`config.mk`:
```
export PLATFORM = sky130hd
export DESIGN_NAME = loop_code_detector
export DESIGN_NICKNAME = d
export VERILOG_FILES = /design/src/rtl/lcd_pkg.sv /design/src/rtl/lcd_pattern_match.sv /design/src/rtl/lcd_datapath.sv /design/src/rtl/lcd_control.sv /design/src/rtl/loop_code_detector.sv
export SDC_FILE = /design/constraint.sdc
export NUM_CORES = 1
export LEC_CHECK = 0
export BUFFER_PORTS_ARGS = -buffer_cell sky130_fd_sc_hd__buf_2
export CORE_ASPECT_RATIO = 0.9
export CORE_MARGIN = 2
export CORE_UTILIZATION = 40
export DETAILED_ROUTE_END_ITERATION = 12
export PLACE_DENSITY = 0.56
export SYNTH_ARGS = -nofsm -noshare
export SYNTH_HDL_FRONTEND = slang
export SYNTH_SLANG_ARGS = --single-unit
export TNS_END_PERCENT = 50
```
`constraint.sdc`:
```
create_clock -name clk -period 2.15 [get_ports clk]
set_input_delay 0 -clock clk [delete_from_list [all_inputs] [get_ports clk]]
set_output_delay 0 -clock clk [all_outputs]
set_load 0.1 [all_outputs]
```
`src/rtl/lcd_pkg.sv`:
```
package lcd_pkg;
  localparam int UP_LEN = 5;
  localparam logic [UP_LEN-1:0] UP_CODE = 5'b00001;
  localparam int DOWN_LEN = 3;
  localparam logic [DOWN_LEN-1:0] DOWN_CODE = 3'b001;

  typedef enum logic [1:0] {
    MODE_OFF    = 2'b00,
    MODE_MAN_UP = 2'b01,
    MODE_MAN_DN = 2'b10,
    MODE_AUTO   = 2'b11
  } lcd_mode_e;

  // strobes from control to datapath
  typedef struct packed {
    logic watchUp;
    logic clearTimer;
  } lcd_ctrl_t;
endpackage

```
`src/rtl/lcd_pattern_match.sv`:
```
module lcd_pattern_match #(
  parameter int HIST_LEN = 15,
  parameter int CODE_LEN = 5,
  parameter logic [CODE_LEN-1:0] CODE = '0
) (
  input  logic [HIST_LEN-1:0] history,
  output logic                present
);
  localparam int CMP_N = HIST_LEN - CODE_LEN;

  logic periodic;
  logic phaseHit;
  logic [2*CODE_LEN-1:0] doubled;

  always_comb begin
    periodic = 1'b1;
    for (int i = 0; i < CMP_N; i++) begin
      if (history[i] != history[i+CODE_LEN]) periodic = 1'b0;
    end
    doubled = {CODE, CODE};
    phaseHit = 1'b0;
    for (int r = 0; r < CODE_LEN; r++) begin
      if (history[CODE_LEN-1:0] == doubled[r +: CODE_LEN]) phaseHit = 1'b1;
    end
    present = periodic && phaseHit;
  end
endmodule

```
`src/rtl/lcd_datapath.sv`:
```
module lcd_datapath
  import lcd_pkg::*;
#(
  parameter int HIST_LEN = 15,
  parameter int THRESH_TICKS = 5
) (
  input  logic      clk,
  input  logic      rstN,
  input  logic      rxBit,
  input  logic      rxBitValid,
  input  logic      secTick,
  input  lcd_ctrl_t ctrl,
  output logic      codeQualified
);
  localparam int CNT_MAX = THRESH_TICKS + 1;
  localparam int CNT_W = $clog2(CNT_MAX + 1);

  logic [HIST_LEN-1:0] history;
  logic [CNT_W-1:0] tickCount;
  logic upPresent, downPresent, watchedPresent;

  // newest bit at index 0; all-ones reset matches neither code
  always_ff @(posedge clk) begin
    if (!rstN) history <= '1;
    else if (rxBitValid) history <= {history[HIST_LEN-2:0], rxBit};
  end

  lcd_pattern_match #(.HIST_LEN(HIST_LEN), .CODE_LEN(UP_LEN), .CODE(UP_CODE))
    upMatch_i (.history(history), .present(upPresent));
  lcd_pattern_match #(.HIST_LEN(HIST_LEN), .CODE_LEN(DOWN_LEN), .CODE(DOWN_CODE))
    downMatch_i (.history(history), .present(downPresent));

  assign watchedPresent = ctrl.watchUp ? upPresent : downPresent;

  always_ff @(posedge clk) begin
    if (!rstN) tickCount <= '0;
    else if (ctrl.clearTimer || !watchedPresent) tickCount <= '0;
    else if (secTick && tickCount != CNT_W'(CNT_MAX)) tickCount <= tickCount + 1'b1;
  end

  assign codeQualified = watchedPresent && (tickCount > CNT_W'(THRESH_TICKS));

  // the counter saturates one above the threshold
  a_r4_count_bounded: assert property (@(posedge clk) disable iff (!rstN)
    tickCount <= CNT_W'(CNT_MAX));
  // a restart empties the timer
  a_r5_restart_clears: assert property (@(posedge clk) disable iff (!rstN)
    (ctrl.clearTimer || !watchedPresent) |=> tickCount == '0);
endmodule

```
`src/rtl/lcd_control.sv`:
```
module lcd_control
  import lcd_pkg::*;
(
  input  logic      clk,
  input  logic      rstN,
  input  logic [1:0] modeSel,
  input  logic      codeQualified,
  input  logic      irqEnable,
  input  logic      irqClear,
  output lcd_ctrl_t ctrl,
  output logic      detectStatus,
  output logic      remoteLoopback,
  output logic      irqFlag
);
  lcd_mode_e mode, modeQ;
  logic modeChanged;
  logic statusNext, loopedNext;

  assign mode = lcd_mode_e'(modeSel);
  assign modeChanged = (mode != modeQ);

  always_comb begin
    ctrl.watchUp = 1'b1;
    if (mode == MODE_MAN_DN) ctrl.watchUp = 1'b0;
    else if (mode == MODE_AUTO) ctrl.watchUp = !remoteLoopback;
    ctrl.clearTimer = modeChanged || (mode == MODE_OFF) ||
                      ((mode == MODE_AUTO) && codeQualified);
  end

  always_comb begin
    statusNext = 1'b0;
    loopedNext = 1'b0;
    if (mode == MODE_OFF || modeChanged) begin
      statusNext = 1'b0;
      loopedNext = 1'b0;
    end else if (mode == MODE_AUTO) begin
      loopedNext = codeQualified ? !remoteLoopback : remoteLoopback;
      statusNext = loopedNext;
    end else begin
      statusNext = codeQualified;
    end
  end

  always_ff @(posedge clk) begin
    if (!rstN) begin
      modeQ <= MODE_OFF;
      detectStatus <= 1'b0;
      remoteLoopback <= 1'b0;
      irqFlag <= 1'b0;
    end else begin
      modeQ <= mode;
      detectStatus <= statusNext;
      remoteLoopback <= loopedNext;
      if (irqEnable && statusNext != detectStatus) irqFlag <= 1'b1;
      else if (irqClear) irqFlag <= 1'b0;
    end
  end

  // disabled mode idles the outputs
  a_r7_off_idle: assert property (@(posedge clk) disable iff (!rstN)
    (modeSel == 2'b00) |=> (!detectStatus && !remoteLoopback));
  // loopback only in automatic mode
  a_r6_manual_no_loop: assert property (@(posedge clk) disable iff (!rstN)
    (modeSel == 2'b01 || modeSel == 2'b10) |=> !remoteLoopback);
  // entering automatic clears status
  a_r8_auto_entry_clear: assert property (@(posedge clk) disable iff (!rstN)
    (modeSel == 2'b11 && modeQ != MODE_AUTO) |=> !detectStatus);
  // status and loopback move together in automatic mode
  a_r9_auto_tied: assert property (@(posedge clk) disable iff (!rstN)
    (modeSel == 2'b11) |=> (detectStatus == remoteLoopback));
  // an enabled status change raises the flag
  a_r10_irq_on_change: assert property (@(posedge clk) disable iff (!rstN)
    ($past(irqEnable) && detectStatus != $past(detectStatus)) |-> irqFlag);
endmodule

```
`src/rtl/loop_code_detector.sv`:
```
module loop_code_detector
  import lcd_pkg::*;
#(
  parameter int HIST_LEN = 15,
  parameter int THRESH_TICKS = 5
) (
  input  logic       clk,
  input  logic       rstN,
  input  logic       rxBit,
  input  logic       rxBitValid,
  input  logic       secTick,
  input  logic [1:0] modeSel,
  input  logic       irqEnable,
  input  logic       irqClear,
  output logic       detectStatus,
  output logic       remoteLoopback,
  output logic       irqFlag
);
  lcd_ctrl_t ctrl;
  logic codeQualified;

  lcd_datapath #(.HIST_LEN(HIST_LEN), .THRESH_TICKS(THRESH_TICKS)) datapath_i (
    .clk(clk), .rstN(rstN), .rxBit(rxBit), .rxBitValid(rxBitValid),
    .secTick(secTick), .ctrl(ctrl), .codeQualified(codeQualified));

  lcd_control control_i (
    .clk(clk), .rstN(rstN), .modeSel(modeSel), .codeQualified(codeQualified),
    .irqEnable(irqEnable), .irqClear(irqClear), .ctrl(ctrl),
    .detectStatus(detectStatus), .remoteLoopback(remoteLoopback), .irqFlag(irqFlag));
endmodule

```
==> insert_results.sql <==
INSERT INTO impl_metrics (metric_group, metric, value, unit) VALUES
('setup_path', 'timing.critical_path.from_type', 'register', ''),
('detailed_routing', 'drtAntennaViolNets', '0', ''),
('detailed_routing', 'detailedRoute.firstPassIterationCount', '4', ''),
('pwr', 'peakVddDrop', '0.269', 'mV'),
('grt', 'gr-usage-all-layers', '15.8', '%'),
('finish', 'postLayoutCoreUtil', '49.1', '%'),
('grt', 'largest_net_degree_at_the_start_of_global_routing', '22', ''),
('setup_path', 'required', '2410', 'ps'),
('grt', 'groute.layer.met3.usage', '2.37', '%'),
('floorplan', 'row_count', '19', ''),
('pwr', 'switchingPower', '0.172', 'mW'),
('logic_synthesis', 'synth_seq_area_share', '36.4', '%'),
('logic_synthesis', 'syn_inst', '141', ''),
('setup_path', 'critical_path_depth', '6', ''),
('outcome', 'result_of_the_run', 'finished, final reports clean', ''),
('grt', 'grt_pass1_vias', '981', ''),
('clocking', 'ctsRootBufferMaster', 'sky130_fd_sc_hd__clkbuf_4', ''),
('logic_synthesis', 'synth-seq-cells', '23', ''),
('finish', 'n_antenna_cell', '0', ''),
('detailed_routing', 'drt_wl_total', '2.52', 'mm'),
('logic_synthesis', 'post_synth_edffs', '0', ''),
('timing', 'tightest_slew', '465', 'ps'),
('logic_synthesis', 'post_synth_num_cell_types', '41', ''),
('clocking', 'h-tree-depth', '1', ''),
('timing', 'unrepaired_setup_endpoints_after_global_routing', 'false', ''),
('clocking', 'cts_buffers', '3', ''),
('floorplan', 'initial_core_utilization', '41.6', '%'),
('placed_design', 'place.detailed.hpwl', '1.80', 'mm'),
('pwr', 'power_frac_clock', '28.7', '%'),
('detailed_routing', 'drt_iter0_drc', '45', ''),
('grt', 'global_route.usage.met2', '23.1', '%'),
('setup_path', 'crit_path_max_fanout', '4', ''),
('grt', 'busiest_layer', 'met1', ''),
('flow_run', 'max_cap_viol_count', '0', ''),
('detailed_routing', 'drc', '0', ''),
('floorplan', 'floorplan.die_area', '3630', 'um2'),
('logic_synthesis', 'simple_logic_cell_fraction_of_the_synthesized_area', '24.9', '%'),
('grt', 'wire_length_of_the_first_global_routing_pass', '4.49', 'mm'),
('grt', 'grt.met1_usage', '23.2', '%'),
('floorplan', 'placeable_area', '3040', 'um2'),
('timing', 'final_period_minus_worst_setup_slack', '2050', 'ps'),
('pwr', 'swShare', '24.3', '%'),
('detailed_routing', 'route.detailed.wl_per_inst', '12.7', 'um'),
('logic_synthesis', 'combinational_family_with_the_most_area_after_synthesis', 'simple AND/OR/NAND/NOR gates', ''),
('pwr', 'seq_power_share', '61.3', '%'),
('logic_synthesis', 'synth_compound_gate_area_share', '14.6', '%'),
('grt', 'initial_antenna_violation_count', '0', ''),
('detailed_routing', 'viasPerCell', '5.26', ''),
('floorplan', 'die_w', '63.3', 'um'),
('finish', 'layout-area-overhead-vs-synth', '18.0', '%'),
('logic_synthesis', 'adder_cell_share_of_the_synthesized_area', '1.98', '%'),
('finish', 'nNetsFinal', '169', ''),
('timing', 'maxSlewViolCount', '0', ''),
('floorplan', 'ios', '12', ''),
('floorplan', 'die_height', '57.4', 'um'),
('setup_path', 'path_buf_inv', '0', ''),
('finish', 'fraction_of_final_layout_cells_sized_beyond_drive_strength_1', '21.0', '%'),
('clocking', 'path_clk_slew', '130', 'ps'),
('detailed_routing', 'detailroute.via_count', '1047', ''),
('logic_synthesis', 'most_frequently_used_flop_master_after_synthesis', 'sky130_fd_sc_hd__dfxtp_1', ''),
('logic_synthesis', 'ys.warnings.count', '0', ''),
('placed_design', 'finalWeightedCongestion', '0.864', ''),
('pwr', 'p_int', '0.538', 'mW'),
('setup_path', 'crit_path_end_kind', 'register', ''),
('logic_synthesis', 'synthXorXnorAreaFrac', '3.46', '%'),
('logic_synthesis', 'mappedNetlistArea', '1270', 'um2'),
('timing', 'relSlewSlack', '68.7', '%'),
('timing', 'final_min_period_over_clock_period', '95.3', '%'),
('timing', 'finalClockSkew', '10.5', 'ps'),
('placed_design', 'portBuffers', '11', ''),
('timing', 'timing.setup.tns', '0', 'ps');
## cells by family after synthesis
kind of cell	Yosys count
adder cells (fa/ha/maj)	2
XOR/XNOR	5
multiplexers	18
AND/OR/NAND/NOR	59
flip-flops	23
buffers and inverters	12
AO/OA/AOI/OAI	22
## synthesized netlist by cell type, types with 4 or more instances
cell                        n
sky130_fd_sc_hd__and2_1     4
sky130_fd_sc_hd__and3_1     6
sky130_fd_sc_hd__clkbuf_1   5
sky130_fd_sc_hd__dfxtp_1   23
sky130_fd_sc_hd__mux2i_1   18
sky130_fd_sc_hd__nand2_1   19
sky130_fd_sc_hd__nor2_1     5
sky130_fd_sc_hd__nor3_1     9
## power groups by stage
stage	Sequential [mW]	Combinational [mW]	Clock [mW]
3_3_place_gp	0.446	0.0582	0
5_1_grt	0.437	0.0787	0.230
6_report	0.436	0.0707	0.204
3_5_place_dp	0.446	0.0591	0
4_1_cts	0.436	0.0676	0.211
2_1_floorplan	0.441	0.0470	0
## stage by stage
| stage | hold slack [ps] | std cells | instance area, um2 | setup WS, ps | power [mW] |
|---|---|---|---|---|---|
| finish | 10.1 | 199 | 1490 | 100 | 0.710 |
| global route | 28.8 | 199 | 1490 | 1.15 | 0.746 |
| CTS | 14.9 | 198 | 1440 | 103 | 0.715 |
| detailed placement | 233 | 188 | 1350 | 132 | 0.505 |
| global placement | 221 | 188 | 1350 | 171 | 0.504 |
| floorplan | 111 | 141 | 1270 | 137 | 0.488 |
## flip-flops by register name (all words and copies together) (netlist names)
name                      flops
datapath_i.history           15
control_i.modeQ               2
control_i.remoteLoopback      1
datapath_i.tickCount          3
control_i.detectStatus        1
control_i.irqFlag             1
## area by class of cell
type | count | area [um2]
Clock buffer | 4 | 26.3
Fill cell | 306 | 1550
Inverter | 3 | 11.3
Multi-Input combinational cell | 106 | 788
Sequential cell | 23 | 470
Tap cell | 42 | 52.6
Timing Repair Buffer | 21 | 145
## what timing repair did
action,4_1_cts,5_1_grt
endpoints found under the setup margin,0,3
gates resized for setup,0,11
hold endpoints to repair,6,0
setup buffers,0,1
hold buffers,6,0
## cells in the final DEF (no fill, tap or decap), types with 2 or more instances in the layout
cell,n
sky130_fd_sc_hd__inv_1,3
sky130_fd_sc_hd__nand2_1,19
sky130_fd_sc_hd__nor2_1,5
sky130_fd_sc_hd__and3_1,6
sky130_fd_sc_hd__dfxtp_2,5
sky130_fd_sc_hd__nand2b_1,2
sky130_fd_sc_hd__buf_4,4
sky130_fd_sc_hd__dlygate4sd3_1,6
sky130_fd_sc_hd__a21boi_0,2
sky130_fd_sc_hd__ha_1,2
sky130_fd_sc_hd__nor3_2,2
sky130_fd_sc_hd__buf_2,11
sky130_fd_sc_hd__clkbuf_4,3
sky130_fd_sc_hd__xnor2_1,3
sky130_fd_sc_hd__nor3_1,8
sky130_fd_sc_hd__o21ai_0,2
sky130_fd_sc_hd__nor2b_1,3
sky130_fd_sc_hd__xor2_1,2
sky130_fd_sc_hd__nand4_1,2
sky130_fd_sc_hd__and2_1,4
sky130_fd_sc_hd__or4_1,3
sky130_fd_sc_hd__dfxtp_1,17
sky130_fd_sc_hd__o22ai_1,3
sky130_fd_sc_hd__mux2i_1,18
## final timing paths
kind / slack (ps) / endpoint / start
min: 10 / datapath_i.history[3] / rstN
max: 100 / datapath_i.tickCount[2] / datapath_i.history[14]
min reg2reg: 520 / control_i.irqFlag / control_i.irqFlag
max reg2reg: 100 / datapath_i.tickCount[2] / datapath_i.history[14]
## per-layer routing
metal,vias to the layer above,wire length (um)
met1,482,1310
li1,545,-
met5,-,0
met3,5,80
met2,15,1090
met4,0,48
(Power assumes the default switching activity.)
